## src/rtl/mon_tx_pkg.sv

```systemverilog
`timescale 1ns/1ps
package mon_tx_pkg;

  localparam int unsigned BYTE_BITS = 8;
  localparam int unsigned SLOT_BITS = BYTE_BITS + 1;

  typedef enum logic [3:0] {
    S_IDLE,
    S_FIRST,
    S_TOGGLE,
    S_WAIT_DROP,
    S_WAIT_RISE,
    S_HOLD,
    S_HOLD_ERR,
    S_EOM1,
    S_EOM2
  } hs_state_e;

  typedef enum logic [1:0] {
    CAUSE_HANDSHAKE = 2'd0,
    CAUSE_COLLISION = 2'd1,
    CAUSE_TIMEOUT   = 2'd2,
    CAUSE_FAR_ABORT = 2'd3
  } abort_cause_e;

endpackage

```

## src/rtl/mon_frame_timer.sv

```systemverilog
`timescale 1ns/1ps
module mon_frame_timer #(
  parameter int FRAME_BITS = 16,
  parameter int SLOT_POS   = 2,
  parameter int MR_POS     = 12,
  localparam int CNT_W     = $clog2(FRAME_BITS)
) (
  input  logic             clk,
  input  logic             rst_n,
  input  logic             fsync,
  output logic             frame_start,
  output logic             in_slot,
  output logic [CNT_W-1:0] slot_pos,
  output logic             mr_strobe
);

  localparam logic [CNT_W-1:0] LAST_IDX = CNT_W'(FRAME_BITS - 1);
  localparam logic [CNT_W-1:0] SLOT_LO  = CNT_W'(SLOT_POS);
  localparam logic [CNT_W-1:0] SLOT_HI  = CNT_W'(SLOT_POS + int'(mon_tx_pkg::SLOT_BITS) - 1);
  localparam logic [CNT_W-1:0] MR_IDX   = CNT_W'(MR_POS);

  logic [CNT_W-1:0] cnt_q, cur_idx;
  logic             synced_q, synced_d;

  // index of the bit currently on the line
  always_comb begin
    if (fsync)                 cur_idx = '0;
    else if (cnt_q == LAST_IDX) cur_idx = cnt_q;
    else                       cur_idx = cnt_q + 1'b1;
    synced_d = synced_q | fsync;
  end

  always_ff @(posedge clk or negedge rst_n) begin
    if (!rst_n) begin
      cnt_q    <= LAST_IDX;
      synced_q <= 1'b0;
    end else begin
      cnt_q    <= cur_idx;
      synced_q <= synced_d;
    end
  end

  assign frame_start = fsync;
  assign in_slot     = synced_d && (cur_idx >= SLOT_LO) && (cur_idx <= SLOT_HI);
  assign slot_pos    = cur_idx - SLOT_LO;
  assign mr_strobe   = synced_d && (cur_idx == MR_IDX);

  AST_MARKERS_DISJOINT: assert property (@(posedge clk) disable iff (!rst_n)
    $onehot0({frame_start, in_slot, mr_strobe}));

endmodule

```

## src/rtl/mon_slot_driver.sv

```systemverilog
`timescale 1ns/1ps
module mon_slot_driver #(
  parameter int CNT_W = 4
) (
  input  logic             in_slot,
  input  logic [CNT_W-1:0] slot_pos,
  input  logic             sending,
  input  logic             mx_act,
  input  logic [7:0]       byte_val,
  input  logic             line_in,
  output logic             pull,
  output logic             collision
);

  localparam logic [CNT_W-1:0] MX_POS = CNT_W'(mon_tx_pkg::BYTE_BITS);

  logic [2:0] bit_sel;
  logic       exp_level;

  always_comb begin
    bit_sel = 3'd7 - slot_pos[2:0];
    pull    = 1'b0;
    if (in_slot && sending) begin
      if (slot_pos < MX_POS) pull = ~byte_val[bit_sel];
      else                   pull = mx_act;
    end
    exp_level = ~pull;
    collision = in_slot && sending && (line_in != exp_level);
  end

endmodule

```

## src/rtl/mon_frame_timeout.sv

```systemverilog
`timescale 1ns/1ps
module mon_frame_timeout #(
  parameter int TO_W = 8
) (
  input  logic            clk,
  input  logic            rst_n,
  input  logic            clr,
  input  logic            tick,
  input  logic [TO_W-1:0] limit,
  output logic            at_limit
);

  logic [TO_W-1:0] cnt_q, cnt_d;
  logic [TO_W:0]   nxt;

  always_comb begin
    nxt   = {1'b0, cnt_q} + 1'b1;
    cnt_d = cnt_q;
    if (clr)                 cnt_d = '0;
    else if (tick && !nxt[TO_W]) cnt_d = nxt[TO_W-1:0];
  end

  always_ff @(posedge clk or negedge rst_n) begin
    if (!rst_n) cnt_q <= '0;
    else        cnt_q <= cnt_d;
  end

  assign at_limit = (limit != '0) && (nxt >= {1'b0, limit});

  AST_CLR_TICK_EXCL: assert property (@(posedge clk) disable iff (!rst_n)
    !(clr && tick));

endmodule

```

## src/rtl/mon_tx_handshake.sv

```systemverilog
`timescale 1ns/1ps
module mon_tx_handshake
  import mon_tx_pkg::*;
#(
  parameter int FRAME_BITS = 16,
  parameter int SLOT_POS   = 2,
  parameter int MR_POS     = 12,
  parameter int TO_W       = 8
) (
  input  logic            clk,
  input  logic            rst_n,
  input  logic            fsync,
  input  logic            tx_line_in,
  input  logic            rx_line_in,
  input  logic [TO_W-1:0] timeout_frames,
  input  logic            in_valid,
  input  logic [7:0]      in_data,
  input  logic            in_last,
  output logic            in_ready,
  output logic            tx_pull,
  output logic            done_o,
  output logic            abort_o,
  output logic [1:0]      abort_cause
);

  localparam int CNT_W = $clog2(FRAME_BITS);

  logic             frame_start, in_slot, mr_strobe;
  logic [CNT_W-1:0] slot_pos;
  logic             coll, at_limit;
  logic             sending, mx_act;
  logic             tmr_clr, tmr_tick;

  hs_state_e    st_q, st_d;
  abort_cause_e cause_q, cause_d, hs_cause;
  logic [7:0]   byte_q, byte_d;
  logic         last_q, last_d;
  logic         mr_q, mr_d;
  logic         done_q, abort_q;
  logic         want, ack, hs_abort, fin;

  mon_frame_timer #(
    .FRAME_BITS(FRAME_BITS), .SLOT_POS(SLOT_POS), .MR_POS(MR_POS)
  ) u_timer (
    .clk(clk), .rst_n(rst_n), .fsync(fsync),
    .frame_start(frame_start), .in_slot(in_slot),
    .slot_pos(slot_pos), .mr_strobe(mr_strobe)
  );

  always_comb begin
    sending = (st_q == S_FIRST) || (st_q == S_TOGGLE) || (st_q == S_WAIT_DROP) ||
              (st_q == S_WAIT_RISE) || (st_q == S_HOLD) || (st_q == S_HOLD_ERR);
    mx_act  = sending && (st_q != S_TOGGLE);
  end

  mon_slot_driver #(.CNT_W(CNT_W)) u_drv (
    .in_slot(in_slot), .slot_pos(slot_pos), .sending(sending),
    .mx_act(mx_act), .byte_val(byte_q), .line_in(tx_line_in),
    .pull(tx_pull), .collision(coll)
  );

  mon_frame_timeout #(.TO_W(TO_W)) u_tmo (
    .clk(clk), .rst_n(rst_n), .clr(tmr_clr), .tick(tmr_tick),
    .limit(timeout_frames), .at_limit(at_limit)
  );

  // MR is latched once per frame; active when the line is low
  always_comb begin
    mr_d = mr_q;
    if (mr_strobe) mr_d = ~rx_line_in;
  end

  // handshake decisions are taken at each frame start
  always_comb begin
    st_d     = st_q;
    byte_d   = byte_q;
    last_d   = last_q;
    want     = 1'b0;
    ack      = 1'b0;
    hs_abort = 1'b0;
    hs_cause = CAUSE_HANDSHAKE;
    fin      = 1'b0;
    tmr_clr  = 1'b0;
    tmr_tick = 1'b0;
    if (frame_start && !coll) begin
      unique case (st_q)
        S_IDLE:      want = 1'b1;
        S_FIRST: begin
          if (mr_q) ack = 1'b1;
          else      tmr_tick = 1'b1;
        end
        S_TOGGLE: begin
          tmr_tick = 1'b1;
          if (mr_q) st_d = S_WAIT_DROP;
          else begin
            hs_abort = 1'b1;
            hs_cause = CAUSE_HANDSHAKE;
          end
        end
        S_WAIT_DROP: begin
          tmr_tick = 1'b1;
          if (!mr_q) st_d = S_WAIT_RISE;
        end
        S_WAIT_RISE: begin
          if (mr_q) ack = 1'b1;
          else begin
            hs_abort = 1'b1;
            hs_cause = CAUSE_FAR_ABORT;
          end
        end
        S_HOLD: begin
          if (mr_q) want = 1'b1;
          else      st_d = S_HOLD_ERR;
        end
        S_HOLD_ERR: begin
          hs_abort = 1'b1;
          hs_cause = mr_q ? CAUSE_HANDSHAKE : CAUSE_FAR_ABORT;
        end
        S_EOM1: st_d = S_EOM2;
        S_EOM2: begin
          fin  = 1'b1;
          st_d = S_IDLE;
        end
        default: st_d = S_IDLE;
      endcase
      if (ack) begin
        tmr_clr = 1'b1;
        if (last_q) st_d = S_EOM1;
        else begin
          want = 1'b1;
          st_d = S_HOLD;
        end
      end
      if (want && in_valid) begin
        byte_d  = in_data;
        last_d  = in_last;
        tmr_clr = 1'b1;
        st_d    = (st_q == S_IDLE) ? S_FIRST : S_TOGGLE;
      end
      if (tmr_tick && at_limit && !hs_abort) begin
        hs_abort = 1'b1;
        hs_cause = CAUSE_TIMEOUT;
      end
      if (hs_abort) st_d = S_IDLE;
    end
    if (coll) st_d = S_IDLE;
  end

  always_comb begin
    cause_d = cause_q;
    if (coll)          cause_d = CAUSE_COLLISION;
    else if (hs_abort) cause_d = hs_cause;
  end

  always_ff @(posedge clk or negedge rst_n) begin
    if (!rst_n) begin
      st_q    <= S_IDLE;
      byte_q  <= 8'hFF;
      last_q  <= 1'b0;
      mr_q    <= 1'b0;
      cause_q <= CAUSE_HANDSHAKE;
      done_q  <= 1'b0;
      abort_q <= 1'b0;
    end else begin
      st_q    <= st_d;
      byte_q  <= byte_d;
      last_q  <= last_d;
      mr_q    <= mr_d;
      cause_q <= cause_d;
      done_q  <= fin;
      abort_q <= coll | hs_abort;
    end
  end

  assign in_ready    = want;
  assign done_o      = done_q;
  assign abort_o     = abort_q;
  assign abort_cause = cause_q;

  AST_PULL_IN_SLOT: assert property (@(posedge clk) disable iff (!rst_n)
    tx_pull |-> in_slot);
  AST_READY_AT_FRAME: assert property (@(posedge clk) disable iff (!rst_n)
    in_ready |-> frame_start);
  AST_COLLISION_ABORT: assert property (@(posedge clk) disable iff (!rst_n)
    coll |=> (abort_o && abort_cause == CAUSE_COLLISION));
  AST_FAR_ABORT: assert property (@(posedge clk) disable iff (!rst_n)
    (frame_start && st_q == S_WAIT_RISE && !mr_q) |=> (abort_o && abort_cause == CAUSE_FAR_ABORT));
  AST_ABORT_PULSE: assert property (@(posedge clk) disable iff (!rst_n)
    abort_o |=> !abort_o);
  AST_CAUSE_HELD: assert property (@(posedge clk) disable iff (!rst_n)
    !abort_o |-> $stable(abort_cause));
  AST_DONE_ABORT_EXCL: assert property (@(posedge clk) disable iff (!rst_n)
    !(done_o && abort_o));

endmodule

```

## config.mk

```make
export PLATFORM = sky130hd
export DESIGN_NAME = mon_tx_handshake
export DESIGN_NICKNAME = d
export VERILOG_FILES = /design/src/rtl/mon_tx_pkg.sv /design/src/rtl/mon_frame_timer.sv /design/src/rtl/mon_slot_driver.sv /design/src/rtl/mon_frame_timeout.sv /design/src/rtl/mon_tx_handshake.sv
export SDC_FILE = /design/constraint.sdc
export NUM_CORES = 1
export LEC_CHECK = 0
export ABC_AREA = 1
export CAP_MARGIN = 20
export CORE_MARGIN = 4
export CORE_UTILIZATION = 45
export CTS_BUF_LIST = sky130_fd_sc_hd__clkbuf_2 sky130_fd_sc_hd__clkbuf_4 sky130_fd_sc_hd__clkbuf_8
export CTS_CLUSTER_DIAMETER = 30
export DETAILED_ROUTE_END_ITERATION = 10
export PLACE_DENSITY = 0.71
export SYNTH_ARGS = -nofsm -noshare
export SYNTH_HDL_FRONTEND = slang
export SYNTH_HIERARCHICAL = 1
export SYNTH_SLANG_ARGS = --single-unit
```

## constraint.sdc

```tcl
create_clock -name clk -period 6 [get_ports clk]
set_clock_uncertainty 0.05 [all_clocks]
set_input_delay 1.8 -clock clk [delete_from_list [all_inputs] [get_ports clk]]
set_output_delay 1.8 -clock clk [all_outputs]
set_load 0.02 [all_outputs]
```

==> impl_results.html <==
<table>
<tr><th>Metric</th><th>Value</th></tr>
<tr><th colspan="2">Layout</th></tr>
<tr><td>Number of standard cells in the final layout excluding fillers</td><td>446</td></tr>
<tr><td>Area added between synthesis and finish</td><td>24.1%</td></tr>
<tr><td>Ratio of cells with drive above 1 in the final layout</td><td>21.6%</td></tr>
<tr><td>Post-Route Utilization</td><td>59.4%</td></tr>
<tr><td>Final layout net count</td><td>413</td></tr>
<tr><td>Diode insertion count for antenna repair</td><td>0</td></tr>
<tr><th colspan="2">Placed design</th></tr>
<tr><td># port buffers</td><td>28</td></tr>
<tr><td>HPWL after detailed placement</td><td>3.78 mm</td></tr>
<tr><td>Post-Place Cells</td><td>438</td></tr>
<tr><td>GPL Wtd Cong</td><td>0.838</td></tr>
<tr><th colspan="2">Die</th></tr>
<tr><td>Std-Cell Rows</td><td>25</td></tr>
<tr><td>Core Region</td><td>0.00488 mm^2</td></tr>
<tr><td>Overall die area</td><td>0.00641 mm^2</td></tr>
<tr><td>Effective utilization at floorplan</td><td>47.9%</td></tr>
<tr><td>Die Wd</td><td>80.1 um</td></tr>
<tr><td>Top Ports</td><td>29</td></tr>
<tr><td>Die span in y</td><td>80.1 um</td></tr>
<tr><th colspan="2">Worst setup path</th></tr>
<tr><td>Worst reg-to-reg setup slack</td><td>2.70 ns</td></tr>
<tr><td>Buffer and inverter count on the worst path</td><td>6</td></tr>
<tr><td>Type of the worst setup path</td><td>input port to output port</td></tr>
<tr><td>CP startpoint kind</td><td>input port</td></tr>
<tr><td>Element type at the critical path end</td><td>output port</td></tr>
<tr><td>Category of cells accounting for the largest share of critical-path delay</td><td>buffers and inverters</td></tr>
<tr><td>Arr. time, crit path</td><td>3.91 ns</td></tr>
<tr><td>Sequence of cells on the critical path</td><td>clkdlybuf4s50_1 &gt; inv_2 &gt; nand3_2 &gt; ha_1 &gt; xnor2_1 &gt; inv_1 &gt; nor2_1 &gt; buf_4 &gt; nor2_8 &gt; nand2_2 &gt; nand2_1 &gt; nand2_1 &gt; nor2_1 &gt; nor2_2 &gt; inv_1 &gt; a21oi_1 &gt; buf_2</td></tr>
<tr><td>Max Fanout on Critical Path</td><td>4</td></tr>
<tr><td>Setup crit start</td><td>fsync</td></tr>
<tr><td>Slowest cell on the critical path</td><td>sky130_fd_sc_hd__clkdlybuf4s50_1</td></tr>
<tr><td>FF-to-FF Start</td><td>u_timer/cnt_q[0]$_DFF_PN1_</td></tr>
<tr><td>Data required time of the worst path</td><td>4.15 ns</td></tr>
<tr><td>CP peak stage delay</td><td>0.43 ns</td></tr>
<tr><th colspan="2">Route</th></tr>
<tr><td>Post-detailed-route via-to-cell ratio</td><td>4.66</td></tr>
<tr><td>Number of nets still failing antenna checks after routing</td><td>0</td></tr>
<tr><td>Average wire length per cell after detail routing</td><td>10.7 um</td></tr>
<tr><td>Post-detailed-routing wire length</td><td>4.78 mm</td></tr>
<tr><td>Via count</td><td>2077</td></tr>
<tr><td>Total DRC errors in the routed layout</td><td>0</td></tr>
<tr><td>Detailed-routing iteration count for the pre-antenna-repair pass</td><td>4</td></tr>
<tr><td>Drt initial violations</td><td>87</td></tr>
<tr><th colspan="2">STA</th></tr>
<tr><td>Part of the cycle the worst path needs</td><td>96.0%</td></tr>
<tr><td>Setup violations, final</td><td>0</td></tr>
<tr><td>Final Hold Violating Endpoints</td><td>0</td></tr>
<tr><td>Worst slew margin relative to its limit</td><td>74.2%</td></tr>
<tr><td>Unrepaired setup endpoints after global routing</td><td>no</td></tr>
<tr><td>Actual slew at the worst max-slew pin</td><td>0.387 ns</td></tr>
<tr><td>Peak Freq</td><td>0.174 GHz</td></tr>
<tr><td>Final min period</td><td>5.76 ns</td></tr>
<tr><td>Final sum of negative setup slack</td><td>0 ns</td></tr>
<tr><td>Count of final max-slew check failures</td><td>0</td></tr>
<tr><th colspan="2">Synthesis</th></tr>
<tr><td>Leading post-synthesis cells by cell area</td><td>sky130_fd_sc_hd__dfrtp_1 (20%), sky130_fd_sc_hd__nand2_1 (17%), sky130_fd_sc_hd__dfstp_2 (13%)</td></tr>
<tr><td>Largest area contributor in the netlist</td><td>sky130_fd_sc_hd__dfrtp_1</td></tr>
<tr><td>Total standard cell area after synthesis</td><td>0.00234 mm^2</td></tr>
<tr><td>Synth top cells by count</td><td>sky130_fd_sc_hd__nand2_1 (107), sky130_fd_sc_hd__inv_1 (55), sky130_fd_sc_hd__nand3_1 (24), sky130_fd_sc_hd__nor2_1 (24), sky130_fd_sc_hd__dfrtp_1 (19)</td></tr>
<tr><td>Synthesis warning total</td><td>6</td></tr>
<tr><td>Synthesized area per cell</td><td>7.04 um^2</td></tr>
<tr><td>Most used standard cell by instance count after synthesis</td><td>sky130_fd_sc_hd__nand2_1</td></tr>
<tr><td>Count of flip-flops with a built-in enable after synthesis</td><td>0</td></tr>
<tr><td>Yosys cell types</td><td>34</td></tr>
<tr><td>Proportion of synthesized chip area in sequential cells</td><td>33.9%</td></tr>
<tr><td>Count of mapped cells out of synthesis</td><td>332</td></tr>
<tr><td>Primary flip-flop cell chosen by synthesis mapping</td><td>sky130_fd_sc_hd__dfrtp_1</td></tr>
<tr><td>Share of flip-flops with an asynchronous set or reset</td><td>100%</td></tr>
<tr><td>Top cell type's share of synthesized area</td><td>20.4%</td></tr>
<tr><td>Flops &amp; latches, synth</td><td>31</td></tr>
<tr><td>Synthesized Nets</td><td>367</td></tr>
<tr><th colspan="2">Min path</th></tr>
<tr><td>Class of the most critical hold timing path</td><td>register to register</td></tr>
<tr><td>Critical hold path startpoint</td><td>byte_q[5]$_DFFE_PN1P_</td></tr>
<tr><th colspan="2">GRT</th></tr>
<tr><td>Antenna violations before repair</td><td>0</td></tr>
<tr><td>Total congestion overflow after global routing</td><td>0</td></tr>
<tr><td>Total track usage</td><td>17.0%</td></tr>
<tr><td>Via count of the first global-routing pass</td><td>2070</td></tr>
<tr><td>Largest net degree at the start of global routing</td><td>32</td></tr>
<tr><td>Global-route wire length before repair</td><td>8.64 mm</td></tr>
<tr><th colspan="2">Clock network</th></tr>
<tr><td>Clock transition at path regs</td><td>0.06 ns</td></tr>
<tr><td>CTS tree</td><td>yes</td></tr>
<tr><td>Maximum number of buffers from clock root to sink</td><td>2</td></tr>
<tr><td>CTS H-Tree Depth</td><td>2</td></tr>
<tr><td>Root Driver</td><td>sky130_fd_sc_hd__clkbuf_8</td></tr>
<tr><td>Clock latency of the later-clocked register in the worst-skew pair</td><td>0.29 ns</td></tr>
<tr><td>CTS Hold Bufs</td><td>0</td></tr>
<tr><td>Inserted Clock Buffers</td><td>5</td></tr>
<tr><td>Sinks on the clock net</td><td>31</td></tr>
<tr><th colspan="2">Power and ir drop</th></tr>
<tr><td>Power per unit of standard cell area</td><td>352 mW/mm^2</td></tr>
<tr><td>Share of total power in the clock network</td><td>21.1%</td></tr>
<tr><td>Proportion of power drawn by combinational gates</td><td>46.8%</td></tr>
<tr><td>Pint</td><td>0.602 mW</td></tr>
<tr><td>Psw</td><td>0.418 mW</td></tr>
<tr><td>Switching Fraction</td><td>41.0%</td></tr>
<tr><td>Total leakage power</td><td>1.65 nW</td></tr>
<tr><td>Worst voltage drop across the vdd grid</td><td>0.000229 V</td></tr>
<tr><td>Flop pwr share</td><td>32.1%</td></tr>
<tr><th colspan="2">Job</th></tr>
<tr><td>Maximum capacitance violations</td><td>0</td></tr>
<tr><th colspan="2">Status</th></tr>
<tr><td>Result of the run</td><td>completed</td></tr>
</table>
-- layout by cell type (no fill, tap or decap), drive strengths merged, types with 2 or more instances in the layout --
cell type / n
nand2: 118
inv: 63
nand3: 33
nor2: 33
clkdlybuf4s50: 26
dfrtp: 19
buf: 15
dfstp: 12
ha: 12
a21oi: 10
clkbuf: 6
o21ai: 6
nand4: 4
xor2: 4
o22ai: 3
clkinv: 3
nand3b: 3
nor3: 2
-- routing by layer --
metal / up-vias / routed length, um / GRT usage, %
met2: 18 / 2240 / 27.7
met5: - / 0 / 0
met1: 937 / 2340 / 22.1
met3: 7 / 125 / 3.59
li1: 1115 / - / -
met4: 0 / 71 / 6.08
-- logic make-up (layout without fill, tap and decap cells) --
| group | after synthesis | after routing | synth area share, % |
|---|---|---|---|
| compound gates | 22 | 22 | 5.68 |
| xor+xnor | 5 | 5 | 1.87 |
| fa+ha+maj | 12 | 12 | 6.43 |
| buf+inv | 68 | 115 | 11.6 |
| flops | 31 | 31 | 33.9 |
| simple gates | 194 | 194 | 40.5 |
-- flip-flops by register name (all words and copies together), names as in the netlist --
| signal | flops |
|---|---|
| st_q | 4 |
| abort_o | 1 |
| last_q | 1 |
| u_timer/cnt_q | 4 |
| byte_q | 8 |
| done_o | 1 |
| mr_q | 1 |
| u_timer/synced_q | 1 |
| u_tmo/cnt_q | 8 |
| abort_cause | 2 |
-- stage by stage --
| step | cell area (um^2) | hold slack, ns | worst slack (ns) | total power, mW |
|---|---|---|---|---|
| floorplan | 2340 | 0.391 | 0.464 | 0.674 |
| global placement | 2780 | 0.401 | -0.198 | 0.799 |
| detailed placement | 2780 | 0.404 | -0.241 | 0.809 |
| CTS | 2900 | 0.414 | 0.0105 | 1.03 |
| global route | 2900 | 0.436 | 0.00667 | 1.12 |
| finish | 2900 | 0.413 | 0.241 | 1.02 |
-- final timing paths --
kind / to / cells past startpoint
worst max-delay path: in_ready / 17
worst min-delay path: byte_q[5]$_DFFE_PN1P_ / 2
worst max register to register: u_tmo/cnt_q[7]$_DFFE_PN0P_ / 23
worst min register to register: byte_q[5]$_DFFE_PN1P_ / 2
max in group asynchronous: u_timer/cnt_q[1]$_DFF_PN1_ / 2
min in group asynchronous: abort_cause[0]$_DFFE_PN0P_ / 2
-- power by group through the flow --
| stage | registers (mW) | clock network (mW) | logic (mW) |
|---|---|---|---|
| final | 0.328 | 0.215 | 0.477 |
| after global routing | 0.336 | 0.229 | 0.553 |
| after CTS | 0.328 | 0.221 | 0.482 |
| after detailed placement | 0.330 | 0 | 0.479 |
| after global placement | 0.329 | 0 | 0.471 |
| after floorplan | 0.331 | 0 | 0.344 |
-- worst reg2reg max path, delay by kind of cell, from the launching register on --
family	cells	cell delay (ns)
flops	1	0.57
xor+xnor	1	0.17
fa+ha+maj	2	0.51
compound gates	1	0.05
simple gates	14	1.29
buf+inv	5	0.55
-- layout make-up --
cell class,count,area (um^2)
fill,468,1980
multi-input combinational,233,1280
sequential,31,791
timing repair buffer,42,383
inverter,65,245
tap,67,83.8
clock buffer,6,82.6
clock inverter,2,35.0
-- what timing repair did --
action	CTS	global route
endpoints found under the hold margin	0	0
setup endpoints to repair	1	2
gates resized for setup	2	7
setup buffers	0	0
gates cloned	0	0
Power figures use the tool's default switching activity.
